**src/rtl/trig_menu_accept.sv**
```systemverilog
module trig_menu_accept #(
  parameter int N_IN   = 16,
  parameter int N_ITEM = 8,
  parameter int PS_W   = 8,
  parameter int DT_W   = 6,
  localparam int IW    = (N_ITEM > 1) ? $clog2(N_ITEM) : 1,
  localparam int TT_W  = IW,
  localparam int CW_A  = (N_IN > PS_W + 2) ? N_IN : PS_W + 2,
  localparam int CFG_W = (CW_A > 2 * DT_W) ? CW_A : 2 * DT_W
) (
  input  logic              clk,
  input  logic              rst_n,
  input  logic [N_IN-1:0]   trig_in,
  input  logic              busy,
  input  logic              cfg_we,
  input  logic [1:0]        cfg_kind,
  input  logic [IW-1:0]     cfg_item,
  input  logic [CFG_W-1:0]  cfg_data,
  output logic              accept,
  output logic [TT_W-1:0]   ttype,
  output logic [N_ITEM-1:0] rd_raw,
  output logic [N_ITEM-1:0] rd_pre,
  output logic [N_ITEM-1:0] rd_fin
);
  logic [N_IN-1:0]   sel_q   [N_ITEM];
  logic [PS_W-1:0]   ratio_q [N_ITEM];
  logic [PS_W-1:0]   cnt_q   [N_ITEM];
  logic [N_ITEM-1:0] en_q, prio_q;
  logic [DT_W-1:0]   dts_len, dtl_len, dts_q, dtl_q;

  logic [N_ITEM-1:0] raw, hit, pre, fin;
  logic [TT_W-1:0]   tt_nxt;
  logic              acc_nxt, open_all, open_low;

  assign open_all = !busy && (dts_q == '0);
  assign open_low = (dtl_q == '0);
  assign acc_nxt  = |fin;

  always_comb begin
    for (int i = 0; i < N_ITEM; i++) begin
      logic [PS_W-1:0] r;
      r      = (ratio_q[i] == '0) ? PS_W'(1) : ratio_q[i];
      raw[i] = (sel_q[i] != '0) && ((trig_in & sel_q[i]) == sel_q[i]);
      hit[i] = raw[i] && en_q[i];
      pre[i] = hit[i] && (cnt_q[i] >= r - PS_W'(1));
      fin[i] = pre[i] && open_all && (prio_q[i] || open_low);
    end
  end

  always_comb begin
    tt_nxt = '0;
    for (int i = N_ITEM - 1; i >= 0; i--)
      if (fin[i]) tt_nxt = TT_W'(i);
  end

  wire wr_item = cfg_we && (int'(cfg_item) < N_ITEM);

  always_ff @(posedge clk) begin
    if (!rst_n) begin
      for (int i = 0; i < N_ITEM; i++) begin
        sel_q[i]   <= '0;
        ratio_q[i] <= '0;
        cnt_q[i]   <= '0;
      end
      en_q    <= '0;
      prio_q  <= '0;
      dts_len <= '0;
      dtl_len <= '0;
    end else begin
      for (int i = 0; i < N_ITEM; i++)
        if (hit[i]) cnt_q[i] <= pre[i] ? '0 : cnt_q[i] + PS_W'(1);
      if (wr_item && cfg_kind == 2'd0)
        sel_q[cfg_item] <= cfg_data[N_IN-1:0];
      if (wr_item && cfg_kind == 2'd1) begin
        en_q[cfg_item]    <= cfg_data[0];
        prio_q[cfg_item]  <= cfg_data[1];
        ratio_q[cfg_item] <= cfg_data[2 +: PS_W];
        cnt_q[cfg_item]   <= '0;
      end
      if (cfg_we && cfg_kind == 2'd2) begin
        dts_len <= cfg_data[DT_W-1:0];
        dtl_len <= cfg_data[DT_W +: DT_W];
      end
    end
  end

  always_ff @(posedge clk) begin
    if (!rst_n) begin
      dts_q  <= '0;
      dtl_q  <= '0;
      accept <= 1'b0;
      ttype  <= '0;
      rd_raw <= '0;
      rd_pre <= '0;
      rd_fin <= '0;
    end else begin
      accept <= acc_nxt;
      if (acc_nxt) begin
        dts_q  <= dts_len;
        dtl_q  <= dtl_len;
        ttype  <= tt_nxt;
        rd_raw <= raw;
        rd_pre <= pre;
        rd_fin <= fin;
      end else begin
        if (dts_q != '0) dts_q <= dts_q - DT_W'(1);
        if (dtl_q != '0) dtl_q <= dtl_q - DT_W'(1);
      end
    end
  end

  a_r6_busy_blocks: assert property (@(posedge clk) disable iff (!rst_n)
    busy |=> !accept);

  a_r7_short_window: assert property (@(posedge clk) disable iff (!rst_n)
    (dts_q != '0) |=> !accept);

  a_r8_low_vetoed: assert property (@(posedge clk) disable iff (!rst_n)
    (dtl_q != '0) |=> (!accept || ((rd_fin & ~$past(prio_q)) == '0)));

  a_r5_accept_has_item: assert property (@(posedge clk) disable iff (!rst_n)
    accept |-> (rd_fin != '0));

  a_r10_subsets: assert property (@(posedge clk) disable iff (!rst_n)
    accept |-> (((rd_fin & ~rd_pre) == '0) && ((rd_pre & ~rd_raw) == '0)));

  a_r10_hold: assert property (@(posedge clk) disable iff (!rst_n)
    !acc_nxt |=> ($stable(rd_fin) && $stable(rd_raw) && $stable(ttype)));

  a_r9_lowest: assert property (@(posedge clk) disable iff (!rst_n)
    accept |-> (rd_fin[ttype] &&
               ((rd_fin & ((N_ITEM'(1) << ttype) - N_ITEM'(1))) == '0)));

  a_r3_disabled_silent: assert property (@(posedge clk) disable iff (!rst_n)
    1'b1 |=> ((rd_pre & ~$past(en_q)) == '0) || !accept);
endmodule

```
**config.mk**
```make
export PLATFORM = sky130hd
export DESIGN_NAME = trig_menu_accept
export DESIGN_NICKNAME = d
export VERILOG_FILES = /design/src/rtl/trig_menu_accept.sv
export SDC_FILE = /design/constraint.sdc
export NUM_CORES = 1
export LEC_CHECK = 0
export BUFFER_PORTS_ARGS = -buffer_cell sky130_fd_sc_hd__buf_2
export CAP_MARGIN = 20
export CORE_ASPECT_RATIO = 1.5
export CORE_MARGIN = 8
export CORE_UTILIZATION = 62
export CTS_CLUSTER_SIZE = 30
export DETAILED_ROUTE_END_ITERATION = 10
export PLACE_DENSITY = 0.85
export SLEW_MARGIN = 20
export SYNTH_ARGS = -nofsm -noshare
export SYNTH_HDL_FRONTEND = slang
export SYNTH_SLANG_ARGS = --single-unit
```
**constraint.sdc**
```tcl
create_clock -name clk -period 10.48 [get_ports clk]
set_input_delay 1.572 -clock clk [delete_from_list [all_inputs] [get_ports clk]]
set_output_delay 1.572 -clock clk [all_outputs]
set_load 0.02 [all_outputs]
```
* After elaboration in Yosys (flattened, before gate mapping)
Memories as Yosys holds them, arrays and structs flattened.
Cells that the tools add are included.
** Storage, ports and cells
- Word-level logic and storage cells :: 225
- Memories :: 3
- Output and inout bits :: 28
- Register bits after elaboration :: 68
- Memory bits (writable) :: 256
** Memories
- sel_q :: words 8, width 16, rd ports 8, clocked after Yosys merged registers in 0, wr ports 8, line 25 : logic [N_IN-1:0] sel_q [N_ITEM];
- cnt_q :: words 8, width 8, rd ports 8, clocked after Yosys merged registers in 0, wr ports 9, line 27 : logic [PS_W-1:0] cnt_q [N_ITEM];
- ratio_q :: words 8, width 8, rd ports 8, clocked after Yosys merged registers in 0, wr ports 8, line 26 : logic [PS_W-1:0] ratio_q [N_ITEM];
** Cells by class
- Bitwise gates (word level) :: 16
- Eq/ne operators :: 10
- Muxes and demuxes :: 77
- $add $sub $neg :: 18
- Order comparisons :: 10
- Reductions and logical operators :: 80
** Operator list (count)
- two-way mux 8 bit :: 25
- AND 16 bit :: 8
- equality test 16 bit :: 8
- nonzero test 16 bit :: 8
- adder 8 x 1 -> 8 bit, second input constant :: 8
- greater-or-equal comparator 8 bit :: 8
- zero test 8 bit :: 8
- subtractor 8 x 1 -> 8 bit, second input constant :: 8
- logical AND 1 bit :: 45
- two-way mux 1 bit :: 34
- two-way mux 3 bit :: 10
- two-way mux 6 bit :: 4
- bitwise mux 8 bit :: 2
- two-way mux 16 bit :: 1
- OR reduction 16 bit :: 1
- OR reduction 8 bit :: 2
- zero test 6 bit :: 2
- nonzero test 6 bit :: 2
- subtractor 6 x 1 -> 6 bit, second input constant :: 2
- logical OR 1 bit :: 8
- bitwise OR 1 bit :: 8
- < comparator 3 x 4 -> 1 bit, second input constant :: 1
- nonzero test 2 bit :: 2
- demux 1 bit (select 3 bit) :: 1
- other kinds (5) :: 5

* Longest topological paths before layout
- Depth after elaboration :: 15
- Depth in mapped cells :: 19

* Least setup slack after synthesis
No wires, ideal clock.
- Kind :: reg2reg
- Start point :: memory ratio_q[2][2]
- End point :: register dtl_q[4]
- Clock period less this slack :: 3.853 ns
- Path buffers :: 0
- Cell stages (with the launch flop) :: 18
- Setup slack :: 6.627 ns
- Data arrival time :: 3.782 ns
- Path through :: edfxtp_1 or4_1 or3_1 nor2_1 nor2_1 ha_1 inv_1 or3_1 xor2_1 ha_1 nand3_1 nand2_1 a41oi_1 a21oi_1 a31o_2 or3b_4 or4_1 a21oi_1
** RTL lines
- start, declared :: line 26
- end signal, assigned :: line 100 : dtl_q <= dtl_len;
- end signal, assigned :: line 107 : if (dtl_q != '0) dtl_q <= dtl_q - DT_W'(1);
- end, declared :: line 29 : logic [DT_W-1:0] dts_len, dtl_len, dts_q, dtl_q;

==> results.toml <==
[power_and_ir_drop]
power_frac_seq_pct = 49.3
switching_share_pct = 25.01
power_frac_comb_pct = 11.7
leakage_nw = 7.145
power.net_switching_mw = 0.7444
power.share.clock_pct = 39.1
cellPowerDensity_nw_per_um2 = 162.2
internal_power_mw = 2.233
ir_drop_uv = 172.8

[logic_synthesis]
yosys-top-cells-count = "and2_1 (194), edfxtp_1 (192), nor2_1 (154), dfxtp_1 (132), a21oi_1 (113)"
yosys.cell_count.top_type = "and2_1"
synth_seq_area_share_pct = 50.52
synth_nets = 1789
ys_top_cells_by_area = "edfxtp_1 (35%), dfxtp_1 (16%), and2_1 (7.3%)"
ys_warn_count = 0
synth.largest_area_cell = "edfxtp_1"
synth_top_area_share_pct = 34.64
postSynthAreaPerCell_um2 = 9.996
post_synth_edffs = 192
synthArstFlopShare_pct = 0
netlist_instances = 1665
synth_cell_type_count = 59
prevailing_post_synth_register_cell = "edfxtp_1"
synth-seq-cells = 324
synth.cell_area_um2 = 16640

[clock_network]
clock_sink_count = 324
cts_post_setup_buffers_inserted = 0
clk_pin_slew_ns = 0.07
cts_made_buffers = 31
max-clock-path-buffers = 3
tritoncts = "yes"
cts-hold-fix-buffers = 0
cts_max_level = 1
worst_skew_pair_later_pin_latency_ns = 0.55
cts-resized-gates = 0
cts.root.buffer_cell = "clkbuf_16"

[sta]
finalMaxSlewViolations = 0
rsz0062_at_grt = "false"
relSlewSlack_pct = 30.03
timing.setup.tns_ns = 0
final_worst_path_cycle_share_pct = 45.07
min_hold_slack_ns = 0.4682
tightestPinTransition_ns = 1.046
max_freq_mhz = 211.7
finalSetupViolations = 0
layout_min_cycle_time_ns = 4.723
final_hold_violation_count = 0
final.setup_skew_ns = 0.01046

[routing]
drt_first_pass_iters = 8
number_of_design_rule_violations_left_after_detail_routing = 0
avgRoutedWirePerCell_um = 21.30
drt_iter0_markers = 1236
drtAntennaViolNets = 0
totalWireLength_um = 44340
route.vias.total = 13431
via_density_per_instance = 6.451

[worst_setup_path]
critical_path.max_fanout = 30
critPathRequiredTime_ns = 10.96
startpoint_type = "register"
worstSetupPathType = "reg -> reg"
timing.rr.end = "rd_raw[6]"
critPathCaptureType = "register"
arrival_ns = 5.20
worst_r2r_path_depth = 17
r2r_setup_slack_ns = 5.76
critical_path.reg2reg.startpoint = "ratio_q[5][2]"

[outcome]
run_status = "finished clean"

[die]
die_area_um2 = 32450
die_h_um = 216.7
start_util_pct = 62.83
fp.dieW_um = 149.8
top_level_ports = 69
placement_rows = 73
design.core.area_um2 = 26490

[placed_design]
gp_congestion = 1.052
port-buffer-count = 68
dp_hpwl_um = 30350
post_place_cells = 2023

[run]
drv.max_cap_violation_count = 0

[cells_and_area]
instances_no_fill = 2082
area.growth.synth_to_final_pct = 10.25
design.final.nets = 1845
layout-drive-gt1-share_pct = 9.456
insertedDiodeCount = 0

[global_route]
globalRouteTotalUtil_pct = 27.02
first_global_vias = 13319
grt_max_degree = 68
antenna_found_initial = 2
grt-ovfl-total = 0
grt_first_pass_wirelength_um = 69290

[hold_path]
hp-class = "reg -> reg"
holdCritStartpoint = "prio_q[4]"
hold_depth = 2
holdPathEnd = "prio_q[4]"
## critical path, cell delays in order (launching register included)
cell and delay (ns):
edfxtp_1 0.43, or4_1 0.56, or3_1 0.34, nor2_1 0.10, nor2_1 0.08, ha_1 0.22, inv_1 0.08, or3_1 0.11
xor2_1 0.17, ha_1 0.25, nand4_1 0.08, nor2_1 0.05, a21oi_1 0.38, nor4_1 0.22, nor2_1 0.29, o311a_1 0.93
nand3_1 0.19, a21oi_1 0.19
## layout by cell type, fill, tap and decap left out, drive strengths merged, types with 45 or more instances in the layout
cell type / instances
and2: 196
edfxtp: 192
nor2: 155
dfxtp: 132
o21ai: 122
a21oi: 113
ha: 83
buf: 83
inv: 65
nand2: 61
nor2b: 47
nand3: 47
clkbuf: 47
nor4: 45
## registers in the layout, indices dropped and copies added (netlist names)
name and cells:
ttype 3, rd_fin 8, dtl_q 6, dts_q 6, accept 1, dtl_len 6, ratio_q 64, sel_q 128
en_q 8, dts_len 6, rd_pre 8, cnt_q 64, rd_raw 8, prio_q 8
## layout make-up
type                            count  area (um^2)
Timing Repair Buffer               83        456.7
Sequential cell                   324         8408
Multi-Input combinational cell   1217         7750
Inverter                           64        240.2
Fill cell                        1936         8139
Clock buffer                       47        934.6
Tap cell                          337        421.7
Clock inverter                     10        137.6
## worst max-delay path by stage
stage | startpoint | to | slack, ns
after floorplan | ratio_q[2][2] | dtl_q[4] | 6.63
after global placement | ratio_q[5][2] | rd_pre[0] | 5.98
after CTS | ratio_q[5][2] | dtl_q[3] | 5.78
after detailed placement | ratio_q[5][2] | rd_raw[6] | 5.84
after global routing | ratio_q[5][2] | dts_q[1] | 5.38
final | ratio_q[5][2] | rd_raw[6] | 5.76
## per-stage QoR
stage	cell area [um^2]	worst slack (ns)	power, mW	util [%]
floorplan	16640	6.627	1.713	-
CTS	18320	5.781	2.972	69.17
global placement	17240	5.981	1.806	65.09
finish	18350	5.757	2.977	69.27
global route	18350	5.385	3.069	69.27
detailed placement	17250	5.838	1.819	65.12
## power groups by stage
stage | clock, mW | combinational, mW | sequential [mW]
after floorplan | 0 | 0.239 | 1.47
after global placement | 0 | 0.318 | 1.49
after detailed placement | 0 | 0.329 | 1.49
after CTS | 1.17 | 0.340 | 1.46
after global routing | 1.22 | 0.381 | 1.47
final | 1.16 | 0.347 | 1.47
## routing by layer
layer | track usage (%) | vias up | part of all wire [%]
met5 | 0 | - | 0.032
met4 | 15.15 | 2 | 6.0
met3 | 4.588 | 193 | 9.4
met2 | 46.19 | 768 | 49
met1 | 31.39 | 6323 | 36
li1 | - | 6145 | -
## kinds of logic after synthesis
logic type | after synthesis | synth area share, %
adders and majority gates | 83 | 6.240
buffers and inverters | 124 | 3.000
and+or+nand+nor | 733 | 24.75
AOI/OAI and AO/OA | 339 | 12.13
muxes | 14 | 0.8420
DFF | 324 | 50.52
xor gates and xnor gates | 48 | 2.526
Note: power is estimated with default switching activity, not from simulation.
